### config.mk
export PLATFORM = sky130hd
export DESIGN_NAME = thermal_event_cmp
export DESIGN_NICKNAME = d
export VERILOG_FILES = /design/src/rtl/thermal_event_cmp.sv
export SDC_FILE = /design/constraint.sdc
export NUM_CORES = 1
export LEC_CHECK = 0
export CORE_MARGIN = 2
export CORE_UTILIZATION = 35
export DETAILED_ROUTE_END_ITERATION = 7
export DONT_BUFFER_PORTS = 1
export GPL_ROUTABILITY_DRIVEN = 0
export HOLD_SLACK_MARGIN = 0.15
export RECOVER_POWER = 25
export SETUP_SLACK_MARGIN = 0.3
export SLEW_MARGIN = 20
export SYNTH_ARGS = -nofsm -noshare
export SYNTH_HDL_FRONTEND = slang
export SYNTH_SLANG_ARGS = --single-unit
### constraint.sdc
create_clock -name clk -period 3.37 [get_ports clk]
set_clock_uncertainty 0.2 [all_clocks]
set_input_delay 0.5055 -clock clk [delete_from_list [all_inputs] [get_ports clk]]
set_output_delay 0.5055 -clock clk [all_outputs]
set_load 0.02 [all_outputs]
### src/rtl/thermal_event_cmp.sv
module thermal_event_cmp #(
  parameter int TW = 13,
  parameter int FB = 4
) (
  input  logic                 clk,
  input  logic                 rst_n,
  input  logic                 sample_valid,
  input  logic signed [TW-1:0] temp_in,
  input  logic signed [TW-1:0] lim_high,
  input  logic signed [TW-1:0] lim_low,
  input  logic signed [TW-1:0] lim_crit,
  input  logic [1:0]           hyst_sel,
  input  logic                 shutdown,
  input  logic                 crit_only,
  input  logic                 int_mode,
  input  logic                 evt_en,
  input  logic                 evt_pol,
  input  logic                 clr_pulse,
  output logic                 evt_drive_en,
  output logic                 evt_level,
  output logic                 evt_status
);
  localparam int XW = TW + 2;

  logic signed [XW-1:0] t_x, hi_x, lo_x, cr_x, marg;
  logic hi_q, lo_q, cr_q, latch_q;
  logic hi_nx, lo_nx, cr_nx, trig_q, trig_nx, take, active;

  assign t_x  = {{2{temp_in[TW-1]}},  temp_in};
  assign hi_x = {{2{lim_high[TW-1]}}, lim_high};
  assign lo_x = {{2{lim_low[TW-1]}},  lim_low};
  assign cr_x = {{2{lim_crit[TW-1]}}, lim_crit};

  always_comb begin
    if (hyst_sel == 2'd0) marg = '0;
    else                  marg = XW'(3 << (FB - 2 + int'(hyst_sel)));
  end

  assign hi_nx = hi_q ? (t_x > hi_x - marg) : (t_x > hi_x);
  assign cr_nx = cr_q ? (t_x > cr_x - marg) : (t_x > cr_x);
  assign lo_nx = lo_q ? (t_x < lo_x + marg) : (t_x < lo_x);

  assign take    = sample_valid & ~shutdown;
  assign trig_q  = cr_q  | (~crit_only & (hi_q  | lo_q));
  assign trig_nx = cr_nx | (~crit_only & (hi_nx | lo_nx));

  always_ff @(posedge clk or negedge rst_n) begin
    if (!rst_n) begin
      hi_q <= 1'b0;
      lo_q <= 1'b0;
      cr_q <= 1'b0;
    end else if (take) begin
      hi_q <= hi_nx;
      lo_q <= lo_nx;
      cr_q <= cr_nx;
    end
  end

  always_ff @(posedge clk or negedge rst_n) begin
    if (!rst_n)                              latch_q <= 1'b0;
    else if (take && (trig_nx != trig_q))    latch_q <= 1'b1;
    else if (clr_pulse && int_mode && !cr_q) latch_q <= 1'b0;
  end

  assign active       = int_mode ? (latch_q | cr_q) : trig_q;
  assign evt_status   = evt_en & active;
  assign evt_drive_en = evt_pol | evt_status;
  assign evt_level    = evt_pol & evt_status;
endmodule


* After elaboration in Yosys (flattened, before gate mapping)
Index checks and enable logic that the tools add are counted.
Storage, ports and cells: logic and storage cells 42, bits in registers 4, input port bits 63
Cells by class: equal/unequal tests 1, shift-type cells 1, reductions and logical operators 6, bitwise operators 13, $lt $le $gt $ge 6, muxes and demuxes 7, add/subtract/negate cells 4
Operator list (count):
- > comparator 13 x 15 -> 1 bit | 2
- subtractor 13 x 15 -> 15 bit | 2
- > comparator 13 bit | 2
- adder 13 x 15 -> 15 bit | 1
- < comparator 13 x 15 -> 1 bit | 1
- two-way mux 15 bit | 1
- << shifter 2 x 3 -> 15 bit, first input constant | 1
- < comparator 13 bit | 1
- two-way mux 1 bit | 6
- bitwise OR 1 bit | 6
- AND 1 bit | 5
- adder 2 x 2 -> 3 bit, first input constant | 1
- logical AND 1 bit | 3
- logical NOT 2 bit | 1
- NOT 1 bit | 2
- nonzero test 2 bit | 1
- logical NOT 1 bit | 1
- inequality test 1 bit | 1

* Logic depth before layout (Yosys ltp)
Gate-level depths: netlist (run 1).
depth after elaboration 12, depth in mapped cells 22, depth with buffers taken out 22

* Worst setup path after synthesis (run 1)
OpenSTA, ideal clock, no wires.
path type in2reg, from in hyst_sel[1], to reg latch_q, path buffers 0, required time 3.054 ns, setup slack -0.927 ns, setup time 0.116 ns, stages 19, data arrival time 3.982 ns, path through inv_1 ha_1 or3b_1 or3_4 a21o_1 a21o_1 a21o_1 a31oi_4 nand3_1 xnor2_1 ha_1 nand4_1 a211oi_1 nor3_1 a311oi_1 a31oi_1 a21oi_1 nor2b_1 o311ai_0
On the way: longest elaborated chain between the ends 12, elaborated cells on any way between the ends 20
Ends and longest elaborated chain:
- from (decl) | RTL line 12 | input logic [1:0] hyst_sel,
- adder 2 x 2 -> 3 bit | RTL line 36 | else marg = XW'(3 << (FB - 2 + int'(hyst_sel)));
- << shifter 2 x 3 -> 15 bit | RTL line 36
- two-way mux 15 bit (*) | RTL line 35 | if (hyst_sel == 2'd0) marg = '0;
- subtractor 13 x 15 -> 15 bit or adder 13 x 15 -> 15 bit (tied branches) | RTL line 39, 41
- > comparator 13 x 15 -> 1 bit or < comparator 13 x 15 -> 1 bit (tied branches) | RTL line 39, 41
- two-way mux 1 bit, on equally long branches | RTL line 39, 41
- bitwise OR 1 bit | RTL line 45 | assign trig_nx = cr_nx | (~crit_only & (hi_nx | lo_nx));
- AND 1 bit | RTL line 45
- bitwise OR 1 bit (*) | RTL line 45
- inequality test 1 bit (*) | RTL line 61 | else if (take && (trig_nx != trig_q)) latch_q <= 1'b1;
- logical AND 1 bit (*) | RTL line 61
- two-way mux 1 bit or nonzero test 2 bit (tied branches)
- to (signal assigned) | RTL line 60 | if (!rst_n) latch_q <= 1'b0;
- to (signal assigned) | RTL line 61
- to (signal assigned) | RTL line 62 | else if (clr_pulse && int_mode && !cr_q) latch_q <= 1'b0;
- to (decl) | RTL line 26 | logic hi_q, lo_q, cr_q, latch_q;
Mark *: on every way between the ends. The rest lies on a longest branch, timed or not. A chain may end at the register's enable or synchronous reset.

* Worst setup path in the final report (run 1)
Same ends and word-level chain as after synthesis.

==> results of run 1 <==
[final cells by class]
| cell class | count | area [µm²] | share of cell area, % |
|---|---|---|---|
| Sequential cell | 4 | 100 | 2.42 |
| Tap cell | 108 | 135 | 3.26 |
| Clock buffer | 3 | 41.3 | 0.998 |
| Inverter | 56 | 235 | 5.68 |
| Timing Repair Buffer | 66 | 498 | 12.0 |
| Multi-Input combinational cell | 365 | 3130 | 75.6 |
[state kept, by name, summed over array words and instances, names as in the netlist]
register,flops
lo_q,1
cr_q,1
hi_q,1
latch_q,1
[cells in the mapped netlist, drive strengths merged, types with 2 or more instances]
library cell and count:
a211o 4, a211oi 9, a21o 10, a21oi 30
a31oi 8, a41oi 4, and2 2, and3 3
clkbuf 2, dfrtp 4, ha 101, inv 56
nand2 21, nand2b 10, nand3 21, nand3b 2
nand4 11, nor2 26, nor2b 6, nor3 10
nor4 2, o211ai 4, o21a 3, o21ai 27
o21bai 3, o311ai 2, xnor2 22, xor2 7
[power by group through the flow]
stage	Sequential, mW	Combinational, mW	Clock, mW
6_report	0.0864	0.681	0.102
3_5_place_dp	0.0842	0.603	0
5_1_grt	0.0900	0.774	0.108
2_1_floorplan	0.0765	0.426	0
4_1_cts	0.0866	0.665	0.105
3_3_place_gp	0.0839	0.583	0
[worst min-delay path by stage]
stage	from	endpoint	slack (ps)	depth (start not counted)
after floorplan	rst_n	cr_q$_DFFE_PN0P_	10	0
after global placement	rst_n	cr_q$_DFFE_PN0P_	10	0
after detailed placement	rst_n	cr_q$_DFFE_PN0P_	10	0
after CTS	int_mode	latch_q$_DFFE_PN0P_	340	3
after global routing	int_mode	latch_q$_DFFE_PN0P_	380	3
final	int_mode	latch_q$_DFFE_PN0P_	340	3
[timing repair]
action | CTS | global route
pin swaps | 35 | 17
hold buffers | 1 | 0
resized for setup | 42 | 9
hold endpoints to repair | 4 | 0
setup endpoints to repair | 4 | 4
setup buffers | 9 | 2
[per-layer routing]
metal | vias to the layer above | routed length (µm)
met5 | - | 0
met4 | 0 | 110
met3 | 10 | 547
met2 | 68 | 4660
met1 | 1489 | 4060
li1 | 1712 | -
[kinds of logic after synthesis]
family | count (synthesis) | synth area share (%)
compound gates | 115 | 23.4
xor+xnor | 30 | 8.59
fa+ha+maj | 101 | 39.3
buf+inv | 58 | 6.76
flops | 4 | 3.11
simple gates | 119 | 18.8
[placed cells by master (no fill, tap or decap), types with 3 or more instances in the layout]
| cell type | n |
|---|---|
| nand2_1 | 20 |
| a31oi_1 | 4 |
| clkbuf_8 | 3 |
| nand4_1 | 11 |
| a21oi_1 | 26 |
| a21oi_2 | 4 |
| nor2_1 | 25 |
| ha_4 | 5 |
| o21a_1 | 3 |
| o21bai_1 | 3 |
| inv_1 | 54 |
| a211oi_1 | 7 |
| dfrtp_1 | 4 |
| ha_1 | 95 |
| xor2_1 | 7 |
| o21ai_0 | 20 |
| o21ai_2 | 3 |
| and3_1 | 3 |
| a211o_1 | 4 |
| o21ai_1 | 4 |
| nor2b_1 | 6 |
| a21o_1 | 10 |
| xnor2_1 | 21 |
| nand2b_1 | 10 |
| nand3_1 | 19 |
| o211ai_1 | 4 |
| nor3_1 | 7 |
| buf_4 | 65 |
[through the flow]
stage	TNS [ps]	setup WS (ps)	power, mW	hold slack, ps	instances
detailed placement	-3750	-1210	0.687	10.0	587
floorplan	-2210	-799	0.503	9.91	427
finish	-2140	-853	0.869	340	602
global placement	-3380	-1110	0.667	10.0	587
global route	-2860	-1030	0.971	381	602
CTS	-2080	-823	0.856	344	600
[critical path, stage by stage]
cell and delay [ps]:
inv_12 20, ha_4 150, or3b_4 400, or3_4 340, a21o_1 170, a21o_1 170, a21o_1 220, a31oi_4 200
nand3_2 120, xnor2_2 170, ha_1 310, nand4_1 190, a211oi_2 210, nor3_1 80, a311oi_1 280, a31oi_1 90
a21oi_1 180, nor2b_1 60, o311ai_1 270
==> impl_metrics.json, run 1 <==
{
  "outcome": "complete, but fails checks",
  "violations": "DRC, setup timing",
  "power.share.sequential_pct": 9.9,
  "p_comb_share_pct": 78.3,
  "yosys.area.top_type": "ha_1",
  "gr-total-overflow": 0,
  "synth.top_cells.by_area": "ha_1 (39%), inv_1 (6.5%), xnor2_1 (6.0%)",
  "cts_root_buf": "clkbuf_8",
  "required_ps": 3280,
  "grt_antenna_before_repair": 0,
  "fin_crit_sh_pct": 125,
  "grt_pass1_wl_mm": 15.6,
  "relSlewSlack_pct": 72.6,
  "dieArea_um2": 9980,
  "io_buffer_count": 0,
  "die_width_um": 99.9,
  "sw_frac_of_total_pct": 44.2,
  "p_per_area_nw_per_um2": 210,
  "path_clk_slew_ps": 30,
  "grtUsageMet3_pct": 4.32,
  "clkPwrFrac_pct": 11.8,
  "rows": 34,
  "postLayoutCellArea_um2": 4140,
  "ys_types": 46,
  "dr.pass1.iters": 6,
  "hold_class": "in -> reg",
  "max_freq_mhz": 237,
  "cp-end-kind": "flip-flop",
  "yosys.area.top_type_share_pct": 39.3,
  "slew_violations": 0,
  "clock_latency_ps": 220,
  "cts_tree": "done",
  "drive_gt1_share_pct": 21.1,
  "avgRoutedWirePerCell_um": 15.6,
  "cts_sinks": 4,
  "synth_area_um2": 3220,
  "drv_cap": 0,
  "routed_via_density": 5.45,
  "yosys_warnings": 0,
  "synth-edff-count": 0,
  "grt_pass1_vias": 3445,
  "grt.total_usage_pct": 19.2,
  "core_um2": 8810,
  "hold_viol": 0,
  "drt-initial-drc-count": 89,
  "io_pins": 66,
  "met1_usage_pct": 22.6,
  "fin_util_pct": 47.0,
  "n_antenna_cell": 0,
  "grt.busiest_layer": "met2",
  "critical_path_class": "in -> reg",
  "synthArstFlopShare_pct": 100,
  "syn_inst": 427,
  "rsz0062_at_grt": "true",
  "syn_to_final_growth_pct": 28.6,
  "drc_errors": 1,
  "tightestPinTransition_ps": 408,
  "synth_area_per_cell_um2": 7.54,
  "r2r_end": "latch_q$_DFFE_PN0P_",
  "max-clock-path-buffers": 2,
  "ys_ff_latch": 4,
  "syn_nets": 591,
  "h-tree-depth": 1,
  "numCtsBuffers": 3,
  "die_h_um": 99.9,
  "wl_mm": 9.37,
  "synthFlopType": "dfrtp_1",
  "drtAntennaViolNets": 0,
  "p_switching_mw": 0.384,
  "start_kind": "input port",
  "r2r_cells": 7,
  "report.final.setup_viol": 4,
  "internal_power_mw": 0.485,
  "met2_usage_pct": 36.2,
  "final_nets": 660,
  "post_dp_cell_area_um2": 3770,
  "ir_drop_v": 0.000139,
  "start_util_pct": 36.6,
  "dp_hpwl_mm": 8.09,
  "ys_seq_area_share_pct": 3.11,
  "setup.worst_path.end": "latch_q$_DFFE_PN0P_",
  "vias": 3279,
  "path_max_fanout": 7,
  "worst_ep_arrival_time_ps": 4140,
  "grt_max_degree": 13,
  "fin_crit_ps": 4220,
  "r2r_setup_slack_ps": 1570,
  "cp-startpoint": "hyst_sel[1]",
  "num-fill-cells": 827,
  "finalWorstSetupSlack_ps": -853,
  "leakage_nw": 2.00,
  "r2r_start": "lo_q$_DFFE_PN0P_"
}
Note: power is estimated with default switching activity, not from simulation.
==> run 2: changes to the inputs <==
Clock period 3.37 ns to 4.66 ns, I/O delays scaled along.
==> run 2 against run 1 <==
Compared with the run above:
- the flow now finishes without violations
- highest routed layer unchanged
- core utilization shrank 5.5 points
- sequential power is 31% lower
- critical endpoint unchanged
- routed wire length shrank 6.7%
- clock power decreased by 30%
==> impl_metrics.json, run 2 (synthesis gave the netlist of run 1 again) <==
{
  "postLayoutCellArea_um2": 3650,
  "drc_errors": 0,
  "dr.pass1.iters": 4,
  "gr-total-overflow": 0,
  "syn_to_final_growth_pct": 13.5,
  "outcome": "finished clean",
  "cts_sinks": 4,
  "numCtsBuffers": 3,
  "die_width_um": 99.9,
  "max-clock-path-buffers": 2,
  "path_clk_slew_ps": 30,
  "die_h_um": 99.9,
  "clock_latency_ps": 210,
  "instances_no_fill": 553,
  "finalWorstSetupSlack_ps": 271,
  "dp_hpwl_mm": 7.68,
  "core_um2": 8810,
  "max_freq_mhz": 228,
  "final_nets": 611,
  "grt.total_usage_pct": 17.2,
  "cp-end-kind": "flip-flop",
  "multi_input_area_um2": 3010,
  "vias": 3071,
  "p_comb_share_pct": 75.9,
  "p_per_area_nw_per_um2": 149,
  "routed_via_density": 5.55,
  "grt_max_degree": 13,
  "drt-initial-drc-count": 103,
  "path_max_fanout": 7,
  "ir_drop_v": 0.0000570,
  "cts_root_buf": "clkbuf_8",
  "num-fill-cells": 911,
  "cts_tree": "done",
  "sw_frac_of_total_pct": 45.6,
  "required_ps": 4570,
  "hold_class": "reg -> reg",
  "worst_ep_arrival_time_ps": 4300,
  "wl_mm": 8.75,
  "relSlewSlack_pct": 66.6,
  "hold_viol": 0,
  "drive_gt1_share_pct": 8.54,
  "avgRoutedWirePerCell_um": 15.8,
  "io_pins": 66,
  "start_util_pct": 36.6,
  "numPlacedInstances": 541,
  "critical_path_class": "in -> reg",
  "start_kind": "input port",
  "r2r_setup_slack_ps": 3010,
  "fin_util_pct": 41.5,
  "fin_crit_sh_pct": 94.2,
  "p_switching_mw": 0.248,
  "setup_tns_ps": 0,
  "grt_pass1_vias": 2918,
  "p_total_mw": 0.544,
  "rsz0062_at_grt": "true",
  "clkPwrFrac_pct": 13.1,
  "rows": 34,
  "post_dp_cell_area_um2": 3410,
  "leakage_nw": 1.75,
  "drtAntennaViolNets": 0,
  "h-tree-depth": 1,
  "grt_pass1_wl_mm": 14.0,
  "whs_ps": 333,
  "final_cell_mix": "ha_1 (97), inv_1 (54), a21oi_1 (29), nor2_1 (26), o21ai_0 (24)",
  "tightestPinTransition_ps": 499,
  "final_common_cell": "ha_1",
  "pre_cts_slack_ps": -61.8,
  "grt_antenna_before_repair": 0,
  "n_antenna_cell": 0,
  "report.final.setup_viol": 0,
  "slew_violations": 0,
  "internal_power_mw": 0.296,
  "seqCellArea_um2": 100,
  "power.share.sequential_pct": 11.0,
  "io_buffer_count": 0,
  "dieArea_um2": 9980,
  "drv_cap": 0,
  "fin_crit_ps": 4390
}
## run 2: cell count changes in the layout (fill, tap and decap cells not counted), moves of 3 or more
| cell | previous run | this run |
|---|---|---|
| a21oi_1 | 26 | 29 |
| buf_4 | 65 | 16 |
| a31oi_1 | 4 | 7 |
| a21oi_2 | 4 | 1 |
| o21ai_0 | 20 | 24 |
| o21ai_1 | 4 | 1 |
## run 2: repair_timing
| action | in CTS | in global routing |
|---|---|---|
| endpoints found under the hold margin | 4 | 0 |
| gates cloned | 0 | 0 |
| gates resized for setup | 19 | 12 |
| setup endpoints to repair | 2 | 2 |
| hold buffers | 1 | 0 |
| pin swaps | 15 | 22 |
| buffers inserted | 4 | 4 |
## run 2: routing by layer
metal	wire, µm	GRT usage, %	part of all wire [%]	vias to the layer above
met4	51	2.42	0.58	0
met1	3990	22.8	46	1387
met2	4130	29.8	47	69
li1	-	-	-	1612
met5	0	0	0	-
met3	585	3.27	6.7	3
## run 2: path summary, 6_finish.rpt
kind                                      from             endpoint  depth (start not counted)
setup / recovery                   hyst_sel[1]  latch_q$_DFFE_PN0P_                         20
hold / removal             latch_q$_DFFE_PN0P_  latch_q$_DFFE_PN0P_                          2
setup reg to reg              hi_q$_DFFE_PN0P_  latch_q$_DFFE_PN0P_                          5
hold reg to reg            latch_q$_DFFE_PN0P_  latch_q$_DFFE_PN0P_                          2
max in group asynchronous                rst_n  latch_q$_DFFE_PN0P_                          1
min in group asynchronous                rst_n     cr_q$_DFFE_PN0P_                          1
## run 2: critical path, stage by stage
cell and delay [ps]:
inv_16 20, ha_4 140, or3b_4 390, or3_4 340, a21o_1 160, a21o_1 200
a21o_1 200, a31oi_4 240, nand3_2 140, xnor2_2 160, ha_1 290, nand4_1 160
buf_4 200, nor2_1 90, o31ai_1 90, a311oi_1 220, a31oi_1 90, a21oi_1 200
nor2b_1 60, o311ai_1 210
## run 2: power groups by stage
| stage | combinational (mW) | clock [mW] | sequential, mW |
|---|---|---|---|
| final | 0.413 | 0.0714 | 0.0599 |
| after CTS | 0.398 | 0.0735 | 0.0605 |
| after detailed placement | 0.385 | 0 | 0.0605 |
| after global placement | 0.373 | 0 | 0.0599 |
| after floorplan | 0.307 | 0 | 0.0553 |
| after global routing | 0.473 | 0.0753 | 0.0623 |
## run 2: area by class of cell
type / instances / share of cell area [%]
Timing Repair Buffer: 17 / 3.56
Tap cell: 108 / 3.70
Multi-Input combinational cell: 365 / 82.3
Inverter: 56 / 6.54
Clock buffer: 3 / 1.13
Sequential cell: 4 / 2.74
